<file path="config.mk">
export PLATFORM = sky130hd
export DESIGN_NAME = nif_stop_gate
export DESIGN_NICKNAME = d
export VERILOG_FILES = /design/src/rtl/nif_stop_pkg.sv /design/src/rtl/nif_txn_count.sv /design/src/rtl/nif_stop_ctrl.sv /design/src/rtl/nif_stop_gate.sv
export SDC_FILE = /design/constraint.sdc
export NUM_CORES = 1
export LEC_CHECK = 0
export ABC_AREA = 1
export BUFFER_PORTS_ARGS = -buffer_cell sky130_fd_sc_hd__buf_4
export CAP_MARGIN = 20
export CORE_ASPECT_RATIO = 0.8
export CORE_MARGIN = 2
export CORE_UTILIZATION = 37
export DETAILED_ROUTE_END_ITERATION = 8
export PLACE_DENSITY_LB_ADDON = 0.1
export SYNTH_ARGS = -nofsm -noshare
export SYNTH_HDL_FRONTEND = slang
export SYNTH_SLANG_ARGS = --single-unit
export TNS_END_PERCENT = 50
</file>
<file path="constraint.sdc">
create_clock -name clk -period 2.58 [get_ports clk]
set_input_delay 0.129 -clock clk [delete_from_list [all_inputs] [get_ports clk]]
set_output_delay 0.129 -clock clk [all_outputs]
set_load 0.005 [all_outputs]
</file>
<file path="src/rtl/nif_stop_pkg.sv">
package nif_stop_pkg;
  typedef enum logic {
    MODE_TXN = 1'b0,
    MODE_MSG = 1'b1
  } stop_mode_e;
endpackage

</file>
<file path="src/rtl/nif_txn_count.sv">
// Up/down count of open transactions with full and empty flags.
module nif_txn_count #(
  parameter int MAX_OUT = 4,
  localparam int CW = $clog2(MAX_OUT + 1)
) (
  input  logic          clk,
  input  logic          rst,
  input  logic          inc,
  input  logic          dec,
  output logic [CW-1:0] count,
  output logic          full,
  output logic          empty
);
  localparam logic [CW-1:0] FULL_V = CW'(MAX_OUT);

  always_ff @(posedge clk) begin
    if (rst) begin
      count <= '0;
    end else if (inc && !dec) begin
      count <= count + 1'b1;
    end else if (dec && !inc) begin
      count <= count - 1'b1;
    end
  end

  assign full  = (count == FULL_V);
  assign empty = (count == '0);
endmodule

</file>
<file path="src/rtl/nif_stop_ctrl.sv">
// Registered stop state, mode register and blocked flag.
module nif_stop_ctrl
  import nif_stop_pkg::*;
(
  input  logic       clk,
  input  logic       rst,
  input  logic       dbg_stop,
  input  logic       cfg_we,
  input  logic       cfg_msg_mode,
  input  logic       ini_quiet,
  input  logic       tgt_quiet,
  output logic       stop_q,
  output stop_mode_e mode_q,
  output logic       blocked
);
  logic quiet;

  assign quiet = ini_quiet && ((mode_q == MODE_TXN) || tgt_quiet);

  always_ff @(posedge clk) begin
    if (rst) begin
      stop_q  <= 1'b0;
      mode_q  <= MODE_TXN;
      blocked <= 1'b0;
    end else begin
      stop_q  <= dbg_stop;
      blocked <= stop_q && quiet;
      if (cfg_we) begin
        mode_q <= stop_mode_e'(cfg_msg_mode);
      end
    end
  end
endmodule

</file>
<file path="src/rtl/nif_stop_gate.sv">
module nif_stop_gate
  import nif_stop_pkg::*;
#(
  parameter int DW      = 8,
  parameter int IW      = 8,
  parameter int MAX_OUT = 4
) (
  input  logic          clk,
  input  logic          rst,
  input  logic          dbg_stop,
  input  logic          cfg_we,
  input  logic          cfg_msg_mode,
  output logic          blocked,
  input  logic          m_cmd_valid,
  output logic          m_cmd_accept,
  input  logic          m_cmd_read,
  input  logic [IW-1:0] m_cmd_info,
  output logic          n_cmd_valid,
  input  logic          n_cmd_accept,
  output logic          n_cmd_read,
  output logic [IW-1:0] n_cmd_info,
  input  logic          m_wd_valid,
  output logic          m_wd_accept,
  input  logic [DW-1:0] m_wd_data,
  input  logic          m_wd_last,
  output logic          n_wd_valid,
  input  logic          n_wd_accept,
  output logic [DW-1:0] n_wd_data,
  output logic          n_wd_last,
  input  logic          n_rd_valid,
  output logic          n_rd_accept,
  input  logic [DW-1:0] n_rd_data,
  input  logic          n_rd_last,
  output logic          m_rd_valid,
  input  logic          m_rd_accept,
  output logic [DW-1:0] m_rd_data,
  output logic          m_rd_last,
  input  logic          d_cmd_valid,
  output logic          d_cmd_accept,
  input  logic          d_cmd_read,
  input  logic [IW-1:0] d_cmd_info,
  output logic          t_cmd_valid,
  input  logic          t_cmd_accept,
  output logic          t_cmd_read,
  output logic [IW-1:0] t_cmd_info,
  input  logic          d_wd_valid,
  output logic          d_wd_accept,
  input  logic [DW-1:0] d_wd_data,
  input  logic          d_wd_last,
  output logic          t_wd_valid,
  input  logic          t_wd_accept,
  output logic [DW-1:0] t_wd_data,
  output logic          t_wd_last,
  input  logic          t_rd_valid,
  output logic          t_rd_accept,
  input  logic [DW-1:0] t_rd_data,
  input  logic          t_rd_last,
  output logic          d_rd_valid,
  input  logic          d_rd_accept,
  output logic [DW-1:0] d_rd_data,
  output logic          d_rd_last
);
  localparam int CW = $clog2(MAX_OUT + 1);

  logic          stop_q;
  stop_mode_e    mode_q;
  logic          hold_tgt;
  logic [CW-1:0] rd_cnt, wr_cnt, twr_cnt;
  logic          rd_full, rd_empty, wr_full, wr_empty, twr_full, twr_empty;
  logic          ini_room, tgt_room;
  logic          ini_cmd_fire, ini_wd_fire, ini_rd_fire;
  logic          tgt_cmd_fire, tgt_wd_fire;

  // Initiator side: command gated by stop and counter room.
  assign ini_room     = m_cmd_read ? !rd_full : !wr_full;
  assign n_cmd_valid  = m_cmd_valid && !stop_q && ini_room;
  assign m_cmd_accept = n_cmd_accept && !stop_q && ini_room;
  assign n_cmd_read   = m_cmd_read;
  assign n_cmd_info   = m_cmd_info;
  assign ini_cmd_fire = m_cmd_valid && m_cmd_accept;

  // Write data passes only behind an accepted command.
  assign n_wd_valid  = m_wd_valid && !wr_empty;
  assign m_wd_accept = n_wd_accept && !wr_empty;
  assign n_wd_data   = m_wd_data;
  assign n_wd_last   = m_wd_last;
  assign ini_wd_fire = m_wd_valid && m_wd_accept;

  // Read responses are never gated.
  assign m_rd_valid  = n_rd_valid;
  assign n_rd_accept = m_rd_accept;
  assign m_rd_data   = n_rd_data;
  assign m_rd_last   = n_rd_last;
  assign ini_rd_fire = m_rd_valid && m_rd_accept;

  // Target side: delivery withheld only in message mode.
  assign hold_tgt     = stop_q && (mode_q == MODE_MSG);
  assign tgt_room     = d_cmd_read || !twr_full;
  assign t_cmd_valid  = d_cmd_valid && !hold_tgt && tgt_room;
  assign d_cmd_accept = t_cmd_accept && !hold_tgt && tgt_room;
  assign t_cmd_read   = d_cmd_read;
  assign t_cmd_info   = d_cmd_info;
  assign tgt_cmd_fire = d_cmd_valid && d_cmd_accept;

  assign t_wd_valid  = d_wd_valid && !twr_empty;
  assign d_wd_accept = t_wd_accept && !twr_empty;
  assign t_wd_data   = d_wd_data;
  assign t_wd_last   = d_wd_last;
  assign tgt_wd_fire = d_wd_valid && d_wd_accept;

  assign d_rd_valid  = t_rd_valid;
  assign t_rd_accept = d_rd_accept;
  assign d_rd_data   = t_rd_data;
  assign d_rd_last   = t_rd_last;

  nif_txn_count #(.MAX_OUT(MAX_OUT)) i_rd_cnt (
    .clk(clk), .rst(rst),
    .inc(ini_cmd_fire && m_cmd_read),
    .dec(ini_rd_fire && m_rd_last),
    .count(rd_cnt), .full(rd_full), .empty(rd_empty)
  );

  nif_txn_count #(.MAX_OUT(MAX_OUT)) i_wr_cnt (
    .clk(clk), .rst(rst),
    .inc(ini_cmd_fire && !m_cmd_read),
    .dec(ini_wd_fire && m_wd_last),
    .count(wr_cnt), .full(wr_full), .empty(wr_empty)
  );

  nif_txn_count #(.MAX_OUT(MAX_OUT)) i_twr_cnt (
    .clk(clk), .rst(rst),
    .inc(tgt_cmd_fire && !d_cmd_read),
    .dec(tgt_wd_fire && d_wd_last),
    .count(twr_cnt), .full(twr_full), .empty(twr_empty)
  );

  nif_stop_ctrl i_ctrl (
    .clk(clk), .rst(rst),
    .dbg_stop(dbg_stop), .cfg_we(cfg_we), .cfg_msg_mode(cfg_msg_mode),
    .ini_quiet(rd_empty && wr_empty), .tgt_quiet(twr_empty),
    .stop_q(stop_q), .mode_q(mode_q), .blocked(blocked)
  );
endmodule

</file>
* Word level (Yosys, flattened, before mapping)
Index checks and enable logic that the tools add are counted.
** Word-level totals
- Register bits :: 12
- Input bits :: 71
- Output and inout port bits :: 67
** Cells by class
- Muxes and demuxes :: 7
- Eq/ne operators :: 3
- Reductions and logical operators :: 56
- Add/subtract/negate cells :: 6
- Bitwise logic cells :: 1
** Operator list (number)
- 1-bit logical AND :: 33
- 3-bit two-way mux :: 6
- 1-bit logical NOT :: 15
- 3-bit by 1-bit adder with 3-bit output (second input constant) :: 3
- 3-bit == test (second input constant) :: 3
- 3-bit logical NOT :: 3
- 3-bit by 1-bit subtractor with 3-bit output (second input constant) :: 3
- 2-bit nonzero test :: 3
- 1-bit logical OR :: 2
- 1-bit two-way mux :: 1
- 1-bit inverter :: 1

* Depth between registers and ports, before layout
- Depth after elaboration :: 10
- Gate-level depth with buffers :: 14
- Depth with buffers taken out :: 14

* Modules after synthesis
Synthesis repeated with hierarchy kept, for this count alone.
** Second synthesis, totals
- Cell total of the unflattened synthesis :: 189
- Area total of the unflattened synthesis :: 1276.2 sq um
** By module, submodules not included
- nif_stop_gate :: area each 598.1 sq um, cells each 96, instances 1
- nif_txn_count :: area each 186.4 sq um, cells each 26, instances 3
- nif_stop_ctrl :: area each 118.9 sq um, cells each 15, instances 1

* Worst setup path before layout
Ideal clock, no wire load.
- Kind :: reg2reg
- From :: reg i_wr_cnt.count[0]
- To :: reg i_wr_cnt.count[2]
- Setup time :: 113 ps
- Buffers on the path :: 0
- Required time :: 2467 ps
- Stages on the path, launching flop included :: 14
- Data arrival time :: 1588 ps
- Slack :: 879 ps
- Cells stage by stage :: dfxtp_1 nor2_1 nand3_1 nand4_1 nor2_1 ha_1 inv_1 fa_1 inv_1 nand2_1 nand3_1 nand2_1 nand2_1 nor2_1
** On the way
- Longest elaborated chain between the ends :: 9
- Elaborated cells between the ends (all ways) :: 20
- Those cells by class :: add/sub (2); eq/ne (1); mux (3); reduce/logical (14)
** RTL lines
- start, declared :: RTL line nif_txn_count.sv:10 : output logic [CW-1:0] count,
- start signal, assigned :: RTL line nif_txn_count.sv:20 : count <= count + 1'b1;
- start signal, assigned :: RTL line nif_txn_count.sv:22 : count <= count - 1'b1;
- 3-bit == test :: RTL line nif_txn_count.sv:26 : assign full = (count == FULL_V);
- 1-bit logical NOT :: RTL line nif_stop_gate.sv:75 : assign ini_room = m_cmd_read ? !rd_full : !wr_full;
- 1-bit two-way mux :: RTL line nif_stop_gate.sv:75
- 1-bit logical AND :: RTL line nif_stop_gate.sv:77 : assign m_cmd_accept = n_cmd_accept && !stop_q && ini_room;
- 1-bit logical AND :: RTL line nif_stop_gate.sv:80 : assign ini_cmd_fire = m_cmd_valid && m_cmd_accept;
- 1-bit logical AND :: RTL line nif_stop_gate.sv:125 : .inc(ini_cmd_fire && !m_cmd_read),
- 1-bit logical NOT :: RTL line nif_txn_count.sv:21 : end else if (dec && !inc) begin
- 1-bit logical AND :: RTL line nif_txn_count.sv:21
- 2-bit nonzero test (no source line)
Several ways; a longest one is shown, not always the timed one. The select of a mux whose other input is x is not followed.
A chain may end at the register's enable or synchronous reset.

* Final worst setup path
- From :: reg i_wr_cnt.count[0]
- To :: reg i_rd_cnt.count[2]
** On the way
- Longest elaborated chain between the ends :: 9
- Elaborated cells between the ends (all ways) :: 11
- Those cells by class :: eq/ne (1); mux (2); reduce/logical (8)
** RTL lines
- 3-bit == test * :: RTL line nif_txn_count.sv:26
- 1-bit logical NOT * :: RTL line nif_stop_gate.sv:75
- 1-bit two-way mux * :: RTL line nif_stop_gate.sv:75
- 1-bit logical AND * :: RTL line nif_stop_gate.sv:77
- 1-bit logical AND * :: RTL line nif_stop_gate.sv:80
- 1-bit logical AND * :: RTL line nif_stop_gate.sv:118 : .inc(ini_cmd_fire && m_cmd_read),
- 1-bit logical NOT :: RTL line nif_txn_count.sv:21
- 1-bit logical AND :: RTL line nif_txn_count.sv:21
- 2-bit nonzero test (no source line)
- end signal, assigned :: RTL line nif_txn_count.sv:20
- end signal, assigned :: RTL line nif_txn_count.sv:22
- end, declared :: RTL line nif_txn_count.sv:10
Mark *: on every way between the ends. The rest lies on a longest branch, timed or not.

==> results.py <==
metrics = {
    "clock_network": {
        "cts_htree_levels": 1,
        "clk_path_buf_depth": 2,
        "cts_post_setup_buffers_inserted": 0,
        "cts_root_buf": "sky130_fd_sc_hd__clkbuf_8",
        "cts_tree": "yes",
        "worstSkewPairLatency_ns": 0.24,
        "cts_num_sinks": 12,
        "cts_hold_repair.buffers": 0,
        "clock_pin_slew_worst_setup_and_hold_paths_ns": 0.05,
        "numCtsBuffers": 3,
        "cts.repair.resized": 0,
    },
    "floorplanning": {
        "core_area_sq_um": 3108,
        "die-area_sq_um": 3757,
        "num_io_pins": 138,
        "floorplan.initialDensity_pct": 39.05,
        "floorplan.die.width_microns": 68.03,
        "rows": 18,
        "fp.dieH_microns": 55.23,
    },
    "grt": {
        "largest_net_degree_at_the_start_of_global_routing": 10,
        "grt_pass1_vias": 806,
        "antenna_found_initial": 0,
        "global_route_wire_length_before_repair_mm": 3.484,
        "track_usage_pct": 12.08,
        "globalRouteOverflowTotal": 0,
    },
    "synth": {
        "yosys.cell_types.count": 23,
        "synth-warning-count": 0,
        "syn_area_per_cell_sq_um": 7.139,
        "combinational_family_with_the_most_area_after_synthesis": "buffers and inverters",
        "synth_compound_area_share_pct": 6.495,
        "yosys.area.top_type": "sky130_fd_sc_hd__buf_4",
        "synth_xor_area_share_pct": 0.7216,
        "synth.area.top_cells": "sky130_fd_sc_hd__buf_4 36%, sky130_fd_sc_hd__dfxtp_1 20%, sky130_fd_sc_hd__nor2_1 6.8%",
        "synth_sequential_area_ratio_pct": 19.79,
        "yosys.area_share.simple_pct": 21.96,
        "ys_ff_latch": 12,
        "synthDominantCellAreaShare_pct": 35.88,
        "mappedNetlistArea_sq_um": 1214,
        "yosys.area_share.adder_pct": 8.041,
        "synthMuxAreaShare_pct": 0,
        "post_synth_inst_count": 170,
        "synth_nets": 247,
    },
    "finish": {
        "antennaDiodeCount": 0,
        "drive_gt1_share_pct": 33.11,
        "final_core_utilization_pct": 36.88,
        "fillerInstances": 340,
        "footprint_of_the_multi_input_gates_sq_um": 451.7,
        "synthesis_to_finish_area_growth_pct": -5.567,
        "final_nets": 229,
        "ff_latch_area_sq_um": 240.2,
    },
    "sta": {
        "finalWorstPathRequiredPeriod_ns": 1.882,
        "tns_ns": 0,
        "layout_worst_path_cycle_share_pct": 72.94,
        "setup_violations": 0,
        "top_achievable_clock_speed_mhz": 531.4,
        "grt_setup_unrepaired": "false",
        "hold-worst-slack_ns": 0.08170,
        "report.final.slew_viol_count": 0,
        "worst_pin_slew_ns": 0.2633,
        "slew-limit-headroom_pct": 82.42,
        "report.final.hold_viol_count": 0,
        "clock_skew_ns": 0.001577,
    },
    "setup_path": {
        "worstPathCellList": "nor2_1, nand3_1, nand4_1, nor2_1, ha_1, inv_1, fa_1, inv_1, nand2_1, nand3_1, nand2_1, nand2_1, nor2_1",
        "crit_fanout": 4,
        "worstPathRequired_ns": 2.72,
        "critPathTopFamily": "simple AND/OR/NAND/NOR gates",
        "critical_path.n_buffers_inverters": 2,
        "critical_path.startpoint_type": "register",
        "crit_slowest_cell": "sky130_fd_sc_hd__dfxtp_1",
        "endpoint_kind": "register",
        "critPathArrivalTime_ns": 2.02,
        "cpPeakStageDelay_ns": 0.39,
        "worst-setup-path-type": "register to register",
    },
    "detailed_routing": {
        "antenna_left": 0,
        "route.final.wire_length_mm": 2.326,
        "routed_wire_length_per_instance_microns": 12.18,
        "drt_first_pass_iters": 4,
        "via_count": 861,
        "detail_route.drc_violations": 0,
        "initialDrtViolationCount": 19,
        "routed_via_density": 4.508,
    },
    "placed_design": {
        "post-dp-hpwl_mm": 1.971,
        "count_of_buffers_inserted_at_the_top_level_ports": 35,
        "place_congestion": 0.7698,
    },
    "power": {
        "power.ir.vdd_worst_uv": 173.5,
        "total_power_divided_by_cell_area_nw_per_um2": 508.1,
        "design_power_uw": 582.3,
        "p_leak_uw": 0.0005793,
    },
    "min_path": {
        "hp-class": "input pin to register",
    },
    "run_status": {
        "run_status": "finished, final reports clean",
    },
    "flow_run": {
        "max_cap_viol_count": 0,
    },
}
-- per-stage QoR --
step	worst slack (ns)	instances	cell area (sq um)
final	0.6982	191	1146
after global routing	0.4739	191	1146
after CTS	0.6801	191	1146
after detailed placement	0.7102	187	1091
after global placement	0.7132	187	1091
after floorplan	0.8794	170	1214
-- cell families after synthesis --
| kind of cell | after synthesis |
|---|---|
| adders and majority gates | 6 |
| xor gates and xnor gates | 1 |
| and+or+nand+nor | 57 |
| AOI/OAI and AO/OA | 13 |
| DFF | 12 |
| buffers and inverters | 81 |
-- metal layers --
| metal | vias up | part of all wire, % | track usage [%] |
|---|---|---|---|
| met5 | - | 0 | 0 |
| met4 | 0 | 5.1 | 9.714 |
| met3 | 16 | 13 | 3.870 |
| met2 | 57 | 42 | 17.75 |
| met1 | 360 | 40 | 14.03 |
| li1 | 428 | - | - |
-- sequential cells by signal (all words and copies together) (netlist names) --
| name | count |
|---|---|
| i_wr_cnt.count | 3 |
| i_ctrl.mode_q | 1 |
| i_rd_cnt.count | 3 |
| i_ctrl.blocked | 1 |
| i_twr_cnt.count | 3 |
| i_ctrl.stop_q | 1 |
-- cell usage in the layout (no fill, tap or decap) --
cell type                   n
sky130_fd_sc_hd__a21boi_0   1
sky130_fd_sc_hd__a21boi_2   1
sky130_fd_sc_hd__a21oi_1    4
sky130_fd_sc_hd__a21oi_2    1
sky130_fd_sc_hd__a31oi_1    1
sky130_fd_sc_hd__buf_4     35
sky130_fd_sc_hd__clkbuf_8   4
sky130_fd_sc_hd__dfxtp_1   12
sky130_fd_sc_hd__fa_1       3
sky130_fd_sc_hd__ha_1       3
sky130_fd_sc_hd__inv_1     21
sky130_fd_sc_hd__inv_2      2
sky130_fd_sc_hd__nand2_1   18
sky130_fd_sc_hd__nand2_2    1
sky130_fd_sc_hd__nand3_1    6
sky130_fd_sc_hd__nand3_2    2
sky130_fd_sc_hd__nand4_1    2
sky130_fd_sc_hd__nor2_1    22
sky130_fd_sc_hd__nor2_2     1
sky130_fd_sc_hd__nor2_4     1
sky130_fd_sc_hd__nor3_1     2
sky130_fd_sc_hd__nor3_2     2
sky130_fd_sc_hd__o21ai_0    5
sky130_fd_sc_hd__xor2_1     1
-- final timing paths --
check                                        from           endpoint  slack [ns]  depth (start not counted)
worst max-delay path            i_wr_cnt.count[0]  i_rd_cnt.count[2]        0.70                         13
worst min-delay path                          rst      i_ctrl.stop_q        0.08                          2
worst max register to register  i_wr_cnt.count[0]  i_rd_cnt.count[2]        0.70                         13
worst min register to register  i_wr_cnt.count[0]  i_wr_cnt.count[0]        0.52                          1
-- where the power goes --
group          total (uW)  switching (uW)  internal (uW)
registers             218            16.7            201
clock network         206            71.0            135
logic                 158            78.9           79.5
-- final cells by class --
type | count | share of cell area (%)
clock buffers | 4 | 4.803
inverters | 23 | 7.533
multi-input cells | 77 | 39.41
flip-flops and latches | 12 | 20.96
well taps | 40 | 4.367
repair buffers | 35 | 22.93
-- synthesized netlist by cell type --
master and number:
sky130_fd_sc_hd__buf_4 58, sky130_fd_sc_hd__nor2_1 22, sky130_fd_sc_hd__inv_1 21, sky130_fd_sc_hd__nand2_1 18, sky130_fd_sc_hd__dfxtp_1 12, sky130_fd_sc_hd__nand3_1 6
sky130_fd_sc_hd__o21ai_0 5, sky130_fd_sc_hd__a21oi_1 4, sky130_fd_sc_hd__fa_1 3, sky130_fd_sc_hd__ha_1 3, sky130_fd_sc_hd__inv_2 2, sky130_fd_sc_hd__nand3_2 2
sky130_fd_sc_hd__nand4_1 2, sky130_fd_sc_hd__nor3_1 2, sky130_fd_sc_hd__nor3_2 2, sky130_fd_sc_hd__a21boi_0 1, sky130_fd_sc_hd__a21boi_2 1, sky130_fd_sc_hd__a21oi_2 1
sky130_fd_sc_hd__a31oi_1 1, sky130_fd_sc_hd__nand2_2 1, sky130_fd_sc_hd__nor2_2 1, sky130_fd_sc_hd__nor2_4 1, sky130_fd_sc_hd__xor2_1 1
-- worst register-to-register path, cell delays in order, from the launching register on --
cell                      delay (ns)
sky130_fd_sc_hd__dfxtp_1        0.39
sky130_fd_sc_hd__nor2_1         0.10
sky130_fd_sc_hd__nand3_1        0.09
sky130_fd_sc_hd__nand4_1        0.10
sky130_fd_sc_hd__nor2_1         0.12
sky130_fd_sc_hd__ha_1           0.17
sky130_fd_sc_hd__inv_1          0.06
sky130_fd_sc_hd__fa_1           0.39
sky130_fd_sc_hd__inv_1          0.07
sky130_fd_sc_hd__nand2_1        0.04
sky130_fd_sc_hd__nand3_1        0.09
sky130_fd_sc_hd__nand2_1        0.06
sky130_fd_sc_hd__nand2_1        0.05
sky130_fd_sc_hd__nor2_1         0.03
Note: power is estimated with default switching activity, not from simulation.
